===== src/rtl/slp_pkg.sv =====
package slp_pkg;
  typedef enum logic [1:0] {
    ST_CTRL  = 2'd0,
    ST_WDATA = 2'd1,
    ST_READ  = 2'd2,
    ST_SKIP  = 2'd3
  } slp_state_e;
endpackage


===== src/rtl/slp_sync.sv =====
module slp_sync #(
  parameter int STAGES  = 2,
  parameter bit RST_VAL = 1'b0
) (
  input  logic clk,
  input  logic rst_n,
  input  logic d,
  output logic q
);
  logic [STAGES-1:0] ff;

  always_ff @(posedge clk or negedge rst_n) begin
    if (!rst_n) ff <= {STAGES{RST_VAL}};
    else        ff <= {ff[STAGES-2:0], d};
  end

  assign q = ff[STAGES-1];
endmodule


===== src/rtl/slp_regbank.sv =====
module slp_regbank #(
  parameter int DATA_W = 8,
  parameter int ADDR_W = 4
) (
  input  logic              clk,
  input  logic              rst_n,
  input  logic              ser_we,
  input  logic [ADDR_W-1:0] ser_addr,
  input  logic [DATA_W-1:0] ser_wdata,
  output logic [DATA_W-1:0] ser_rdata,
  input  logic              core_we,
  input  logic [ADDR_W-1:0] core_addr,
  input  logic [DATA_W-1:0] core_wdata,
  output logic [DATA_W-1:0] core_rdata
);
  localparam int NREG = 1 << ADDR_W;

  logic [DATA_W-1:0] regs [NREG];

  for (genvar g = 0; g < NREG; g++) begin : g_reg
    always_ff @(posedge clk or negedge rst_n) begin
      if (!rst_n)
        regs[g] <= '0;
      else if (ser_we && ser_addr == ADDR_W'(g))
        regs[g] <= ser_wdata;
      else if (core_we && core_addr == ADDR_W'(g))
        regs[g] <= core_wdata;
    end
  end

  assign ser_rdata  = regs[ser_addr];
  assign core_rdata = regs[core_addr];

  // a serial commit lands in the addressed register
  p_ser_commit_r3: assert property (@(posedge clk) disable iff (!rst_n)
    ser_we |=> regs[$past(ser_addr)] == $past(ser_wdata));

  // a core write lands when no serial commit competes
  p_core_write_r9: assert property (@(posedge clk) disable iff (!rst_n)
    (core_we && !ser_we) |=> regs[$past(core_addr)] == $past(core_wdata));
endmodule


===== src/rtl/slp_shifter.sv =====
module slp_shifter
  import slp_pkg::*;
#(
  parameter int               DATA_W  = 8,
  parameter int               ADDR_W  = 4,
  parameter int               SEL_W   = 3,
  parameter logic [SEL_W-1:0] DEV_SEL = 3'b001
) (
  input  logic              clk,
  input  logic              rst_n,
  input  logic              cs_n_s,
  input  logic              sclk_s,
  input  logic              sdi_s,
  input  logic [DATA_W-1:0] rd_data,
  output logic [ADDR_W-1:0] reg_addr,
  output logic              wr_en,
  output logic [DATA_W-1:0] wr_data,
  output logic              sdo,
  output logic              drive
);
  localparam int CTL_W = 1 + ADDR_W + SEL_W;
  localparam int MAX_W = (CTL_W > DATA_W) ? CTL_W : DATA_W;
  localparam int CNT_W = $clog2(MAX_W + 1);
  localparam int TXC_W = $clog2(DATA_W + 1);

  slp_state_e        state_q;
  logic              sclk_q;
  logic [CNT_W-1:0]  cnt_q;
  logic [CTL_W-1:0]  ctl_q;
  logic [DATA_W-1:0] dat_q;
  logic [ADDR_W-1:0] addr_q;
  logic [DATA_W-1:0] tx_q;
  logic [TXC_W-1:0]  txc_q;
  logic              sdo_q;
  logic              drive_q;
  logic              wr_en_q;

  logic              rise, fall;
  logic [CTL_W-1:0]  ctl_next;
  logic [DATA_W-1:0] dat_next;
  logic              ctl_rd;
  logic [ADDR_W-1:0] ctl_addr;
  logic [SEL_W-1:0]  ctl_sel;

  assign rise     = sclk_s & ~sclk_q;
  assign fall     = ~sclk_s & sclk_q;
  assign ctl_next = {sdi_s, ctl_q[CTL_W-1:1]};
  assign dat_next = {sdi_s, dat_q[DATA_W-1:1]};
  assign ctl_rd   = ctl_next[0];
  assign ctl_addr = ctl_next[ADDR_W:1];
  assign ctl_sel  = ctl_next[CTL_W-1 -: SEL_W];

  always_ff @(posedge clk or negedge rst_n) begin
    if (!rst_n) sclk_q <= 1'b0;
    else        sclk_q <= sclk_s;
  end

  always_ff @(posedge clk or negedge rst_n) begin
    if (!rst_n) begin
      state_q <= ST_CTRL;
      cnt_q   <= '0;
      ctl_q   <= '0;
      dat_q   <= '0;
      addr_q  <= '0;
      tx_q    <= '0;
      txc_q   <= '0;
      sdo_q   <= 1'b0;
      drive_q <= 1'b0;
      wr_en_q <= 1'b0;
    end else begin
      wr_en_q <= 1'b0;
      if (cs_n_s) begin
        state_q <= ST_CTRL;
        cnt_q   <= '0;
        txc_q   <= '0;
        drive_q <= 1'b0;
      end else begin
        unique case (state_q)
          ST_CTRL: if (rise) begin
            ctl_q <= ctl_next;
            if (cnt_q == CNT_W'(CTL_W - 1)) begin
              cnt_q  <= '0;
              addr_q <= ctl_addr;
              if (ctl_sel != DEV_SEL) state_q <= ST_SKIP;
              else if (ctl_rd)        state_q <= ST_READ;
              else                    state_q <= ST_WDATA;
            end else begin
              cnt_q <= cnt_q + CNT_W'(1);
            end
          end
          ST_WDATA: if (rise) begin
            dat_q <= dat_next;
            if (cnt_q == CNT_W'(DATA_W - 1)) begin
              wr_en_q <= 1'b1;
              state_q <= ST_SKIP;
            end else begin
              cnt_q <= cnt_q + CNT_W'(1);
            end
          end
          ST_READ: begin
            if (fall && txc_q != TXC_W'(DATA_W)) begin
              drive_q <= 1'b1;
              txc_q   <= txc_q + TXC_W'(1);
              if (txc_q == '0) begin
                sdo_q <= rd_data[0];
                tx_q  <= rd_data >> 1;
              end else begin
                sdo_q <= tx_q[0];
                tx_q  <= tx_q >> 1;
              end
            end else if (rise && txc_q == TXC_W'(DATA_W)) begin
              drive_q <= 1'b0;
              state_q <= ST_SKIP;
            end
          end
          default: ;
        endcase
      end
    end
  end

  assign reg_addr = addr_q;
  assign wr_en    = wr_en_q;
  assign wr_data  = dat_q;
  assign sdo      = sdo_q;
  assign drive    = drive_q;

  // output bit moves only after a falling serial clock
  p_sdo_on_fall_r5: assert property (@(posedge clk) disable iff (!rst_n)
    !fall |=> $stable(sdo_q));

  // output is driven only while a read is in progress
  p_drive_in_read_r5: assert property (@(posedge clk) disable iff (!rst_n)
    drive_q |-> state_q == ST_READ);

  // the rising edge after the MSB releases the line
  p_release_after_msb_r6: assert property (@(posedge clk) disable iff (!rst_n)
    (state_q == ST_READ && txc_q == TXC_W'(DATA_W) && rise && !cs_n_s) |=> !drive_q);

  // deselect ends any drive and rearms the control phase
  p_cs_release_r7: assert property (@(posedge clk) disable iff (!rst_n)
    cs_n_s |=> (!drive_q && state_q == ST_CTRL));

  // at most one commit per transaction
  p_single_commit_r10: assert property (@(posedge clk) disable iff (!rst_n)
    wr_en_q |=> !wr_en_q);
endmodule


===== src/rtl/lsb_serial_regport.sv =====
module lsb_serial_regport #(
  parameter int DATA_W      = 8,
  parameter int ADDR_W      = 4,
  parameter int SEL_W       = 3,
  parameter int SYNC_STAGES = 2
) (
  input  logic              clk,
  input  logic              rst_n,
  input  logic              spi_cs_n,
  input  logic              spi_sclk,
  input  logic              spi_sdi,
  output logic              spi_sdo,
  output logic              spi_sdo_oe,
  input  logic              core_we,
  input  logic [ADDR_W-1:0] core_addr,
  input  logic [DATA_W-1:0] core_wdata,
  output logic [DATA_W-1:0] core_rdata
);
  localparam logic [SEL_W-1:0] DEV_SEL = SEL_W'(1);

  logic              cs_n_s, sclk_s, sdi_s;
  logic [ADDR_W-1:0] reg_addr;
  logic              wr_en;
  logic [DATA_W-1:0] wr_data, rd_data;
  logic              sdo_q, drive_q;

  slp_sync #(.STAGES(SYNC_STAGES), .RST_VAL(1'b1)) u_sync_cs (
    .clk(clk), .rst_n(rst_n), .d(spi_cs_n), .q(cs_n_s));
  slp_sync #(.STAGES(SYNC_STAGES), .RST_VAL(1'b0)) u_sync_sclk (
    .clk(clk), .rst_n(rst_n), .d(spi_sclk), .q(sclk_s));
  slp_sync #(.STAGES(SYNC_STAGES), .RST_VAL(1'b0)) u_sync_sdi (
    .clk(clk), .rst_n(rst_n), .d(spi_sdi), .q(sdi_s));

  slp_shifter #(
    .DATA_W(DATA_W), .ADDR_W(ADDR_W), .SEL_W(SEL_W), .DEV_SEL(DEV_SEL)
  ) u_shifter (
    .clk(clk), .rst_n(rst_n),
    .cs_n_s(cs_n_s), .sclk_s(sclk_s), .sdi_s(sdi_s),
    .rd_data(rd_data), .reg_addr(reg_addr),
    .wr_en(wr_en), .wr_data(wr_data),
    .sdo(sdo_q), .drive(drive_q)
  );

  slp_regbank #(.DATA_W(DATA_W), .ADDR_W(ADDR_W)) u_regbank (
    .clk(clk), .rst_n(rst_n),
    .ser_we(wr_en), .ser_addr(reg_addr), .ser_wdata(wr_data), .ser_rdata(rd_data),
    .core_we(core_we), .core_addr(core_addr), .core_wdata(core_wdata),
    .core_rdata(core_rdata)
  );

  assign spi_sdo    = sdo_q;
  assign spi_sdo_oe = drive_q & ~spi_cs_n;
endmodule


===== config.mk =====
export PLATFORM = sky130hd
export DESIGN_NAME = lsb_serial_regport
export DESIGN_NICKNAME = d
export VERILOG_FILES = /design/src/rtl/slp_pkg.sv /design/src/rtl/slp_sync.sv /design/src/rtl/slp_regbank.sv /design/src/rtl/slp_shifter.sv /design/src/rtl/lsb_serial_regport.sv
export SDC_FILE = /design/constraint.sdc
export NUM_CORES = 1
export LEC_CHECK = 0
export BUFFER_PORTS_ARGS = -buffer_cell sky130_fd_sc_hd__buf_4
export CORE_MARGIN = 1
export CORE_UTILIZATION = 60
export CTS_CLUSTER_SIZE = 25
export DETAILED_ROUTE_END_ITERATION = 6
export GPL_TIMING_DRIVEN = 0
export PLACE_DENSITY = 0.77
export SYNTH_ARGS = -nofsm -noshare
export SYNTH_HDL_FRONTEND = slang
export SYNTH_SLANG_ARGS = --single-unit

===== constraint.sdc =====
create_clock -name clk -period 2.4 [get_ports clk]
set_input_delay 0.48 -clock clk [delete_from_list [all_inputs] [get_ports clk]]
set_output_delay 0.48 -clock clk [all_outputs]
set_load 0.1 [all_outputs]

==> metrics.cfg <==
[outcome]
outcome=finished, violations left
violations=setup timing

[hold_path]
hold_class=in2async

[cells_and_area]
fin_nets=1035
instances_no_fill=1243
syn2layout_area_growth_pct=15.09
drive_gt1_frac=0.2297
antenna_cells=0

[setup_path]
cp_cell_sequence=mux4_2 > mux4_2 > buf_12
end_kind=output port
max_stage_delay_ns=0.57
cp.arrival_ns=2.13
worstPathMaxFanout=3
crit_required_ns=1.92
start_kind=flop
r2r-start=u_shifter.txc_q[0]
worstSetupStartpoint=u_regbank.regs[10]
crit_type=reg2out
worst-path-buf-inv=1
critPathSlowestCell=mux4_2
worst_path_most_repeated_cell=mux4_2
crit_family=multiplexers

[floorplan]
io_pins=28
die_w_um=133.3
dieArea_sq_um=17780
coreArea_sq_um=16700
start_util=0.6198
num_rows=47
die_h_um=133.3

[global_routing]
grt_antenna_before_repair=1
grt_pass1_wl_um=47840
grt_usage=0.3648
grt_pass1_vias=7999
grt_max_degree=89
grt_overflow=0

[power]
ir_worst_vdd_mv=0.5861
p_sw_mw=2.844
clkPwrFrac=0.309
leakagePower_nw=4.930
power.share.sequential=0.436
power_density_nw_per_um2=758.5
p_int_mw=6.191
sw_frac_of_total=0.3148
combinationalPowerShare=0.255

[logic_synthesis]
synth_area_leaders=dfrtp_1, mux2i_1, mux4_2
async_flop_share=1.000
ys_ff_latch=174
synth_top_area_frac=0.4158
syn_inst=938
ys.flop_type=dfrtp_1
syn_nets=963
avgSynthCellArea_sq_um=11.04
yosysUniqueCellTypes=58
synth_top_area_cell=dfrtp_1
synth.yosys.seq_area_share=0.4209
synth-edff-count=0
yosysWarningCount=0
syn_area_sq_um=10350

[drt]
wl_met2_um=14360
dr.first_iter.drc_count=1058
met1Wirelength_um=12490
detail-route-antenna-nets=0
wl_per_cell_um=24.81
drtPass1Iterations=5
num_vias=8252
route.met3.wl_um=2667
drt-total-wl_um=30840
viasPerCell=6.639
drcViolationCount=0
dr.max_layer_used=met4

[place]
gp_congestion=0.9384
dpl.cell_count=1185
hpwl_um=22210
port_buffers=26

[timing]
worst_pin_slew_ns=0.9240
timing.final.crit_share=1.086
fin_crit_ns=2.608
grt_setup_unrepaired=yes
setup_violations=8
drv_slew=0
max_slew_margin=0.3840
hold_violations=0
setup_ws_ns=-0.2075
finalSetupTns_ns=-1.307
fin_skew_ns=0.01393
fmax_mhz=383.5

[clocking]
ctsHoldBuffers=0
clk_pin_slew_ns=0.07
cts_max_path_buffers=2
cts_root_buf=clkbuf_16
numCtsBuffers=17
h-tree-depth=4
clk_latency_ns=0.44
cts_tree=yes
cts_sinks=174

[run]
maxCapViolCount=0

## power by group through the flow
| stage | logic (mW) | registers (mW) | clock network, mW |
|---|---|---|---|
| final | 2.30 | 3.94 | 2.80 |
| after global routing | 2.45 | 3.99 | 2.91 |
| after CTS | 2.17 | 3.92 | 2.78 |
| after detailed placement | 1.99 | 3.98 | 0 |
| after global placement | 1.94 | 3.94 | 0 |
| after floorplan | 1.53 | 3.83 | 0 |
## final timing paths
| check | endpoint | slack (ns) | cells after the start |
|---|---|---|---|
| max | core_rdata[2] | -0.21 | 3 |
| min | u_shifter.cnt_q[3] | 0.04 | 1 |
| max reg2reg | u_shifter.tx_q[2] | 0.04 | 6 |
| min reg2reg | u_sync_sdi.ff[1] | 0.36 | 0 |
| max in group asynchronous | u_regbank.regs[86] | 1.46 | 2 |
| min in group clk | u_sync_sclk.ff[0] | 0.16 | 1 |
## cell usage in the layout (no fill, tap or decap), types with 8 or more instances in the layout
cell,count
and2_1,10
o22ai_1,8
a21oi_1,106
mux2_2,21
mux4_2,52
mux2i_1,161
o21ai_1,9
buf_2,22
clkbuf_1,39
buf_4,47
buf_12,8
o21ai_0,38
clkbuf_16,17
dfrtp_1,172
nor2_1,108
nand2b_1,9
nand2_1,50
## Yosys cell counts, drive strengths merged, types with 2 or more instances
cell and n:
dfrtp 172, mux2i 161, nor2 119, a21oi 106
mux4 56, nand2 51, o21ai 47, clkbuf 40
buf 38, mux2 21, and2 11, o22ai 11
nand2b 9, a2111oi 8, nand3 8, a2bb2oi 7
ha 7, inv 7, nand3b 7, nor2b 6
a211oi 5, nor3 5, or3b 5, nor3b 4
a21o 3, and3b 3, a221o 2, dfstp 2
nor4 2, nor4b 2, o32ai 2, xnor2 2
## cell type report
class                           instances  area, sq um
Multi-Input combinational cell        679         5682
Fill cell                            1219         4788
Sequential cell                       174         4357
Timing Repair Buffer                   54        535.5
Buffer                                 77        461.7
Clock buffer                           20        436.7
Tap cell                              220        275.3
Clock inverter                         12        138.9
Inverter                                7        26.28
## logic make-up (layout without fill, tap and decap cells)
logic type               Yosys count  in the layout  share of synthesized area
multiplexers                     238            238                     0.3018
AND/OR/NAND/NOR                  237            237                     0.1125
buffers and inverters             85            170                    0.03904
XOR/XNOR                           3              3                   0.002539
flip-flops                       174            174                     0.4209
AO/OA/AOI/OAI                    194            194                     0.1147
adder cells (fa/ha/maj)            7              7                   0.008461
## flip-flops by register name (all words and copies together), names as in the netlist, 4 cells and up
signal,cells
u_regbank.regs,128
u_shifter.wr_data,8
u_shifter.ctl_q,7
u_shifter.tx_q,7
u_shifter.cnt_q,4
u_shifter.reg_addr,4
u_shifter.txc_q,4
## timing repair
| item | in CTS | in global routing |
|---|---|---|
| pin swaps | 0 | 1 |
| hold endpoints to repair | 0 | 0 |
| buffers inserted | 11 | 15 |
| gates resized for setup | 29 | 17 |
| endpoints found under the setup margin | 20 | 30 |
| cloned | 1 | 0 |
## metal layers
layer  vias to the layer above  track usage
met5                         -            0
met4                         0       0.1736
met3                        89      0.07002
met2                       459       0.5613
met1                      4115       0.5015
li1                       3589            -
## per-stage QoR
stage / hold WS (ns) / utilization / total power [mW] / instance area, sq um / setup slack [ns]
5_1_grt: 0.09013 / 0.7133 / 9.356 / 11910 / -0.2251
3_5_place_dp: 0.3491 / 0.6522 / 5.962 / 10890 / -0.4583
6_report: 0.03724 / 0.7133 / 9.035 / 11910 / -0.2075
3_3_place_gp: 0.3347 / 0.6501 / 5.878 / 10860 / -0.4651
4_1_cts: 0.08031 / 0.7006 / 8.865 / 11700 / -0.1749
2_1_floorplan: 0.1844 / - / 5.359 / 10390 / -0.05308
No activity file was read; power rests on OpenSTA's default activity.
